**config.mk**
```make
export PLATFORM = sky130hd
export DESIGN_NAME = pixclk_divider
export DESIGN_NICKNAME = d
export VERILOG_FILES = /design/src/rtl/pixclk_div_pkg.sv /design/src/rtl/pixclk_div_regs.sv /design/src/rtl/pixclk_div_seq.sv /design/src/rtl/pixclk_div_out.sv /design/src/rtl/pixclk_divider.sv
export SDC_FILE = /design/constraint.sdc
export NUM_CORES = 1
export LEC_CHECK = 0
export BUFFER_PORTS_ARGS = -buffer_cell sky130_fd_sc_hd__buf_2
export CAP_MARGIN = 5
export CORE_ASPECT_RATIO = 0.75
export CORE_MARGIN = 2
export CORE_UTILIZATION = 54
export CTS_CLUSTER_DIAMETER = 40
export DETAILED_ROUTE_END_ITERATION = 7
export PLACE_DENSITY = 0.81
export SLEW_MARGIN = 5
export SYNTH_ARGS = -nofsm -noshare
export SYNTH_HDL_FRONTEND = slang
export SYNTH_SLANG_ARGS = --single-unit
```
**constraint.sdc**
```tcl
create_clock -name clk -period 4.9 [get_ports clk]
set_input_delay 0.245 -clock clk [delete_from_list [all_inputs] [get_ports clk]]
set_output_delay 0.245 -clock clk [all_outputs]
set_load 0.05 [all_outputs]
```
**src/rtl/pixclk_div_pkg.sv**
```systemverilog
package pixclk_div_pkg;

    // Bus word width and field geometry
    localparam int DATA_W  = 32;
    localparam int LO_W    = 5;
    localparam int HI_W    = 5;
    localparam int LO_LSB  = 0;
    localparam int HI_LSB  = 27;
    localparam int BYP_POS = 26;
    localparam int INV_POS = 14;

    // Derived widths: code and a counter able to hold code + 2
    localparam int CODE_W = LO_W + HI_W;
    localparam int CNT_W  = CODE_W + 1;

    typedef struct packed {
        logic              bypass;
        logic              invert;
        logic [CODE_W-1:0] code;
    } div_cfg_t;

    localparam div_cfg_t CFG_RESET = '{bypass: 1'b0, invert: 1'b0, code: '0};

    // Split the bus word into a configuration; the two code pieces are joined high over low
    function automatic div_cfg_t unpack_word(input logic [DATA_W-1:0] w);
        div_cfg_t c;
        c.code   = {w[HI_LSB +: HI_W], w[LO_LSB +: LO_W]};
        c.bypass = w[BYP_POS];
        c.invert = w[INV_POS];
        return c;
    endfunction

    function automatic logic [DATA_W-1:0] pack_cfg(input div_cfg_t c);
        logic [DATA_W-1:0] w;
        w                  = '0;
        w[LO_LSB +: LO_W]  = c.code[LO_W-1:0];
        w[HI_LSB +: HI_W]  = c.code[CODE_W-1:LO_W];
        w[BYP_POS]         = c.bypass;
        w[INV_POS]         = c.invert;
        return w;
    endfunction

    // Final count value of a period: ratio - 1, zero in bypass
    function automatic logic [CNT_W-1:0] last_count(input div_cfg_t c);
        if (c.bypass)
            return '0;
        return {1'b0, c.code} + CNT_W'(1);
    endfunction

    // Number of high cycles in a period: floor(ratio / 2)
    function automatic logic [CNT_W-1:0] half_len(input div_cfg_t c);
        logic [CNT_W-1:0] n;
        n = {1'b0, c.code} + CNT_W'(2);
        return n >> 1;
    endfunction

endpackage

```
**src/rtl/pixclk_div_regs.sv**
```systemverilog
module pixclk_div_regs
    import pixclk_div_pkg::*;
(
    input  logic              clk,
    input  logic              rst,
    input  logic              wr,
    input  logic [DATA_W-1:0] wdata,
    output logic [DATA_W-1:0] rdata,
    output div_cfg_t          cfg
);

    div_cfg_t cfg_q;

    always_ff @(posedge clk) begin
        if (rst)
            cfg_q <= CFG_RESET;
        else if (wr)
            cfg_q <= unpack_word(wdata);
    end

    assign cfg   = cfg_q;
    assign rdata = pack_cfg(cfg_q);

endmodule

```
**src/rtl/pixclk_div_seq.sv**
```systemverilog
module pixclk_div_seq
    import pixclk_div_pkg::*;
(
    input  logic             clk,
    input  logic             rst,
    input  div_cfg_t         pend_cfg,
    output div_cfg_t         act_cfg,
    output logic [CNT_W-1:0] cnt,
    output logic             hi,
    output logic             start,
    output logic             mid
);

    div_cfg_t         act_q, act_nxt;
    logic [CNT_W-1:0] cnt_q, cnt_nxt;
    logic             hi_q, start_q, mid_q;
    logic             hi_nxt, start_nxt, mid_nxt;
    logic             wrap;

    // Period boundary: the pending word is adopted only here
    always_comb begin
        wrap      = (cnt_q == last_count(act_q));
        act_nxt   = wrap ? pend_cfg : act_q;
        cnt_nxt   = wrap ? '0 : cnt_q + CNT_W'(1);
        hi_nxt    = !act_nxt.bypass && (cnt_nxt < half_len(act_nxt));
        start_nxt = (cnt_nxt == '0);
        mid_nxt   = act_nxt.bypass || (cnt_nxt == half_len(act_nxt));
    end

    // Phase flags are registered so the panel clock comes straight from a flop
    always_ff @(posedge clk) begin
        if (rst) begin
            act_q   <= CFG_RESET;
            cnt_q   <= '0;
            hi_q    <= 1'b1;
            start_q <= 1'b1;
            mid_q   <= 1'b0;
        end else begin
            act_q   <= act_nxt;
            cnt_q   <= cnt_nxt;
            hi_q    <= hi_nxt;
            start_q <= start_nxt;
            mid_q   <= mid_nxt;
        end
    end

    assign act_cfg = act_q;
    assign cnt     = cnt_q;
    assign hi      = hi_q;
    assign start   = start_q;
    assign mid     = mid_q;

endmodule

```
**src/rtl/pixclk_div_out.sv**
```systemverilog
module pixclk_div_out
    import pixclk_div_pkg::*;
(
    input  logic     clk,
    input  div_cfg_t act_cfg,
    input  logic     hi,
    input  logic     start,
    input  logic     mid,
    output logic     pix_ce,
    output logic     pix_clk
);

    // Launch on the rising phase normally, on the falling phase when inverted
    assign pix_ce  = act_cfg.invert ? mid : start;
    // Bypass hands the reference clock straight through
    assign pix_clk = act_cfg.bypass ? clk : hi;

endmodule

```
**src/rtl/pixclk_divider.sv**
```systemverilog
module pixclk_divider
    import pixclk_div_pkg::*;
(
    input  logic              clk,
    input  logic              rst,
    input  logic              bus_wr,
    input  logic [DATA_W-1:0] bus_wdata,
    output logic [DATA_W-1:0] bus_rdata,
    output logic              pix_ce,
    output logic              pix_clk
);

    div_cfg_t         pend_cfg;
    div_cfg_t         act_cfg;
    logic [CNT_W-1:0] cnt_q;
    logic             hi, start, mid;

    pixclk_div_regs u_regs (
        .clk   (clk),
        .rst   (rst),
        .wr    (bus_wr),
        .wdata (bus_wdata),
        .rdata (bus_rdata),
        .cfg   (pend_cfg)
    );

    pixclk_div_seq u_seq (
        .clk      (clk),
        .rst      (rst),
        .pend_cfg (pend_cfg),
        .act_cfg  (act_cfg),
        .cnt      (cnt_q),
        .hi       (hi),
        .start    (start),
        .mid      (mid)
    );

    pixclk_div_out u_out (
        .clk     (clk),
        .act_cfg (act_cfg),
        .hi      (hi),
        .start   (start),
        .mid     (mid),
        .pix_ce  (pix_ce),
        .pix_clk (pix_clk)
    );

endmodule

```
==> impl_metrics.toml, run 1 <==
[clock_tree]
cts_tree = "yes"
clk_latency_ns = 0.40
clk_pin_slew_ns = 0.08

[logic_synthesis]
yosys.area.top_type = "dfxtp_1"
syn_area_per_cell_um2 = 8.06
synth_cells = 343
synth_ff_type = "dfxtp_1"
synth-edff-count = 0
synth_top_area_share = 0.275
synth_seq_area_share = 0.275
syn_area_mm2 = 0.00277
ys_top_cells_by_area = "dfxtp_1, buf_4, nand3_1"
synth-seq-cells = 38
ys_async_sr_fraction = 0
yosysWarnings = 0
synth_cell_types = 48

[detailed_routing]
drtIter0Drc = 240
ant_nets = 0
via_count = 2538
viasPerCell = 5.88
wl_um = 6670
wl_per_cell_um = 15.4
firstDrtPassIters = 7
drcViolationCount = 1

[die]
coreArea_mm2 = 0.00490
rows = 22
initial_core_util = 0.564
dieArea_mm2 = 0.00571
die_y_um = 66.0
die_w_um = 86.6
design.portCount = 69

[finish]
fin_cells = 432
stdcell_area_mm2 = 0.00302
area_growth_pct = 9.05
diodes = 0
layout-drive-gt1-share = 0.169
final_nets = 419

[pwr]
p_leak_nw = 1.27
p_seq_frac = 0.267
netSwitchingFraction = 0.450
p_switching_uw = 670
comb_power_share = 0.525
p_int_uw = 818
finalPower_mw = 1.49
power_per_cell_area_mw_per_mm2 = 494
max-vdd-ir-drop_v = 0.000328
clockPowerShare = 0.208

[critical_path]
required_ns = 5.23
crit_path_start_kind = "flop"
critPathLaunch = "u_seq.act_cfg[6]"
reg2reg_to = "u_seq.hi"
critPathKind = "reg2reg"
endpoint = "u_seq.hi"
rr_worst_depth = 19
crit_fanout = 10
crit_path_end_kind = "flop"
rrSetupSlack_ns = 0.27
r2r_start = "u_seq.act_cfg[6]"
worstPathArrival_ns = 4.97

[sta]
rsz0062_at_grt = "no"
clock_skew_ns = 0.00495
min_period_ns = 4.63
worst_pin_slew_ns = 0.700
finalSetupTns_ns = 0
finalMaxSlewViolations = 0
finalHoldViolCount = 0
fmax_mhz = 216
slew_headroom = 0.533
setup_viol = 0
finalCritPeriodShare = 0.946
fin_ws_ns = 0.265

[placed_design]
port_buffers = 28
dp_slack_ns = 0.279
dp_cells = 421
place_congestion = 0.985
dp_hpwl_um = 4830
dpl_cell_area_mm2 = 0.00287

[flow_run]
drv_cap = 0

[grt]
grt_pass1_vias = 2329
antenna_found_initial = 0
grtUsageTotal = 0.248
grt_pass1_wl_um = 11000
grt_max_degree = 38
gr-total-overflow = 0

[run_status]
outcome = "finished with violations"
failed_checks = "design-rule violations"

[worst_hold_path]
min_path_type = "in2reg"
==> layer usage <==
metal  up-vias  part of all wire  track usage
met4         0             0.013       0.0840
li1       1226                 -            -
met2        89              0.44        0.366
met5         -                 0            0
met3        10             0.064       0.0487
met1      1213              0.48        0.359
==> critical path, cell delays in order (launching register included) <==
cell and delay (ns):
dfxtp_1 0.49, nand4_4 0.23, or4_1 0.58, a21oi_2 0.16, xnor2_1 0.18, and3_1 0.35
nand3_1 0.16, nand2_1 0.09, ha_1 0.25, nand3_1 0.14, nor2_1 0.23, xor2_1 0.10
a21oi_1 0.22, ha_1 0.29, nand4_1 0.14, a21oi_1 0.06, a2111oi_1 0.44, o21a_1 0.21
o2111ai_1 0.11, nand3_1 0.12
==> sequential cells by signal, indices dropped and copies added (netlist names) <==
| signal | cells |
|---|---|
| u_seq.cnt | 11 |
| u_seq.start | 1 |
| u_seq.hi | 1 |
| u_regs.cfg | 12 |
| u_seq.act_cfg | 12 |
| u_seq.mid | 1 |
==> how the worst min path moves through the flow <==
stage / start / endpoint / slack [ns] / cells after the start
after CTS: bus_wdata[14] / u_regs.cfg[10] / 0.07 / 3
final: bus_wdata[27] / u_regs.cfg[5] / 0.08 / 3
after floorplan: bus_wdata[0] / u_regs.cfg[0] / 0.39 / 2
after global routing: bus_wdata[2] / u_regs.cfg[2] / 0.09 / 3
after global placement: bus_wdata[14] / u_regs.cfg[10] / 0.48 / 3
after detailed placement: u_seq.act_cfg[10] / u_seq.act_cfg[10] / 0.48 / 2
==> Yosys cell counts (all sizes together), types with 3 or more instances <==
master	n
nor2	33
clkbuf	7
dfxtp	38
nor3	17
mux2i	16
nand4b	3
a21oi	20
inv	7
nor4	3
nand2	13
a22oi	4
buf	35
nand3	36
or3	4
nand4	4
and3	5
o21ai	22
nand2b	3
xnor2	20
xor2	14
ha	13
o21a	4
==> power by group through the flow <==
| stage | clock network, mW | logic [mW] | registers, mW |
|---|---|---|---|
| after floorplan | 0.0162 | 0.616 | 0.403 |
| after global placement | 0.0187 | 0.732 | 0.400 |
| after detailed placement | 0.0187 | 0.756 | 0.402 |
| after CTS | 0.316 | 0.761 | 0.395 |
| after global routing | 0.327 | 0.851 | 0.403 |
| final | 0.310 | 0.781 | 0.397 |
==> cells in the final DEF (no fill, tap or decap), types with 2 or more instances in the layout <==
cell and instances:
or3_1 4, o31ai_1 2, inv_1 7, buf_2 28, o21ai_1 4, and3_1 5, nor2_1 32, nand2_1 13
nand4_1 3, ha_1 13, a21o_1 2, a21oi_1 19, nand3_1 34, nand4b_1 3, nor3_1 17, dfxtp_1 37
nor2b_1 2, xnor2_1 20, xor2_1 14, nand3b_1 2, conb_1 20, mux2i_1 16, o21ai_0 18, buf_4 13
mux2_2 2, a22oi_1 4, nand3_2 2, nand2b_1 3, o21a_1 4, clkbuf_8 9
==> cell type report <==
type | count | area, µm²
sequential | 38 | 762
inverter | 7 | 26.3
fill | 425 | 1880
multi-input combinational | 275 | 1780
tap | 60 | 75.1
clock inverter | 2 | 12.5
clock buffer | 10 | 129
timing repair buffer | 40 | 233
==> through the flow <==
stage	hold slack, ns	util
3_5_place_dp	0.480	0.585
4_1_cts	0.0746	0.613
2_1_floorplan	0.392	-
5_1_grt	0.0894	0.615
3_3_place_gp	0.477	0.585
6_report	0.0797	0.615
==> timing repair <==
action | in CTS | in global routing
hold buffers | 0 | 0
endpoints found under the setup margin | 0 | 1
buffers inserted | 0 | 0
gates resized for setup | 0 | 6
==> cell families (layout without fill, tap and decap cells) <==
group | after synthesis | in the layout | synth area share
xor gates and xnor gates | 34 | 34 | 0.108
other | 1 | 20 | 0.00136
buffers and inverters | 49 | 59 | 0.112
AOI/OAI and AO/OA | 60 | 60 | 0.129
and+or+nand+nor | 130 | 130 | 0.250
adders and majority gates | 13 | 13 | 0.0588
muxes | 18 | 18 | 0.0661
DFF | 38 | 38 | 0.275
Note: power is estimated with default switching activity, not from simulation.
==> inputs of run 2 (changes only) <==
--- a/config.mk
+++ b/config.mk
@@ -8,11 +8,11 @@
 export BUFFER_PORTS_ARGS = -buffer_cell sky130_fd_sc_hd__buf_2
 export CAP_MARGIN = 5
 export CORE_ASPECT_RATIO = 0.75
-export CORE_MARGIN = 2
 export CORE_UTILIZATION = 54
 export CTS_CLUSTER_DIAMETER = 40
 export DETAILED_ROUTE_END_ITERATION = 7
 export PLACE_DENSITY = 0.81
+export RECOVER_POWER = 50
 export SLEW_MARGIN = 5
 export SYNTH_ARGS = -nofsm -noshare
 export SYNTH_HDL_FRONTEND = slang
==> run 2 against run 1 <==
  * The flow finishes with violations (max-capacitance violations, max-slew violations)
  * Utilization is 0.13 points lower
  * Die area is 5.3% lower
  * Clock power hardly changed
  * Final cell count is 0.23% higher
  * Global-route usage is 0.67 points higher
  * Clock skew is 0.0039 ns higher
  * Fmax hardly changed
  * Highest routed layer unchanged
  * Sequential share of layout area hardly changed
  * Largest power group unchanged
  * Count of clock-buffer cells in the layout stayed put
  * Worst hold slack worse by 0.014 ns
  * Setup slack better by 0.0018 ns
==> impl_metrics.toml, run 2 (same netlist as run 1, synthesis figures left out) <==
[placed_design]
place_congestion = 0.909
port_buffers = 28
dpl_cell_area_mm2 = 0.00287
dp_hpwl_um = 4750

[critical_path]
rr_worst_depth = 18
path_buf_inv = 0
path_depth = 18
required_ns = 5.23
critPathKind = "reg2reg"
crit_path_start_kind = "flop"
cpPeakStageDelay_ns = 0.58
worstPathCellList = "nand4_4, nor4_2, xnor2_1, nand3_1, or4_4, o21ai_1, nand2_1, ha_1, nand3_1, xnor2_1, mux2i_1, ha_1, a21o_1, a21o_1, a2111oi_1, o21a_1, o2111ai_1, nand3_1"
crit_fanout = 10
cp_common_cell = "nand3_1"
crit_path_end_kind = "flop"
worstPathArrival_ns = 4.97
slowest_stage = "or4_4"
critPathTopFamily = "simple AND/OR/NAND/NOR gates"

[grt]
antenna_found_initial = 0
grt_pass1_vias = 2255
grtUsageTotal = 0.255
gr-total-overflow = 0
grt_pass1_wl_um = 10600
grt_max_degree = 38

[sta]
finalMaxSlewViolations = 38
setup_viol = 0
slew_headroom = -0.0847
clock_skew_ns = 0.00883
finalHoldViolCount = 0
finalCritPeriodShare = 0.945
finalSetupTns_ns = 0
fmax_mhz = 216
min_period_ns = 4.63
worst_pin_slew_ns = 1.63
rsz0062_at_grt = "no"

[die]
die_w_um = 84.6
dieArea_mm2 = 0.00541
rows = 22
initial_core_util = 0.564
coreArea_mm2 = 0.00490
die_y_um = 64.0
design.portCount = 69

[worst_hold_path]
worstHoldPathCells = 3
min_path_type = "in2reg"

[finish]
diodes = 0
layout-drive-gt1-share = 0.137
stdcell_area_mm2 = 0.00301
final_nets = 420
area_growth_pct = 8.82
final_common_cell = "dfxtp_1"
final_cell_mix = "dfxtp_1, nand3_1, nor2_1, xnor2_1, conb_1"

[pwr]
max-vdd-ir-drop_v = 0.000341
p_seq_frac = 0.266
finalPower_mw = 1.50
power_per_cell_area_mw_per_mm2 = 499
comb_power_share = 0.530
p_switching_uw = 672
p_leak_nw = 1.23
p_int_uw = 829
netSwitchingFraction = 0.447
clockPowerShare = 0.205

[detailed_routing]
drtIter0Drc = 365
wl_per_cell_um = 15.3
firstDrtPassIters = 7
via_count = 2583
ant_nets = 0
viasPerCell = 5.97
drcViolationCount = 0
wl_um = 6630

[clock_tree]
clk_pin_slew_ns = 0.08
cts_tree = "yes"
clk_latency_ns = 0.41

[run_status]
failed_checks = "max-capacitance violations, max-slew violations"
outcome = "finished with violations"

[flow_run]
drv_cap = 1
-- run 2: cell types whose count changed in the layout (fill, tap and decap cells not counted), sizes merged --
cell	change
clkbuf	+14
buf	-13
-- run 2: stage by stage --
step	std cells	setup WS [ns]	utilization	hold WS (ns)
floorplan	362	0.800	-	0.392
global placement	422	0.323	0.586	0.476
detailed placement	422	0.202	0.586	0.485
CTS	433	0.157	0.614	0.0684
global route	433	0.00936	0.614	0.0657
finish	433	0.267	0.614	0.0654
-- run 2: worst paths after layout --
path | from | end | slack, ns
max | u_seq.act_cfg[6] | u_seq.hi | 0.27
min | bus_wdata[0] | u_regs.cfg[0] | 0.07
max reg2reg | u_seq.act_cfg[6] | u_seq.hi | 0.27
min reg2reg | u_seq.act_cfg[10] | u_seq.act_cfg[10] | 0.49
-- run 2: tightest hold or removal path, stage by stage --
cell and delay [ns]:
buf_2 0.07, mux2i_1 0.05, nor2_1 0.07
-- run 2: cell type report --
type                       instances  area (µm²)
clock buffer                      10         129
clock inverter                     2        12.5
fill                             452        1890
inverter                           7        26.3
multi-input combinational        275        1780
sequential                        38         761
tap                               60        75.1
timing repair buffer              41         223
-- run 2: metal layers --
metal / GRT usage / part of all wire / up-vias
met4: 0.119 / 0.020 / 0
met3: 0.0543 / 0.079 / 17
met2: 0.384 / 0.45 / 121
li1: - / - / 1229
met5: 0 / 0 / -
met1: 0.349 / 0.45 / 1216
-- run 2: repair_timing --
action | CTS | global route
setup buffers | 0 | 0
setup endpoints to repair | 0 | 1
hold buffers | 0 | 0
resized for setup | 0 | 7
-- run 2: power groups by stage --
stage	clock network [mW]	registers [mW]	logic [mW]
6_report	0.308	0.399	0.795
3_3_place_gp	0.0187	0.400	0.747
4_1_cts	0.315	0.396	0.774
2_1_floorplan	0.0162	0.403	0.616
3_5_place_dp	0.0187	0.403	0.766
5_1_grt	0.331	0.404	0.865
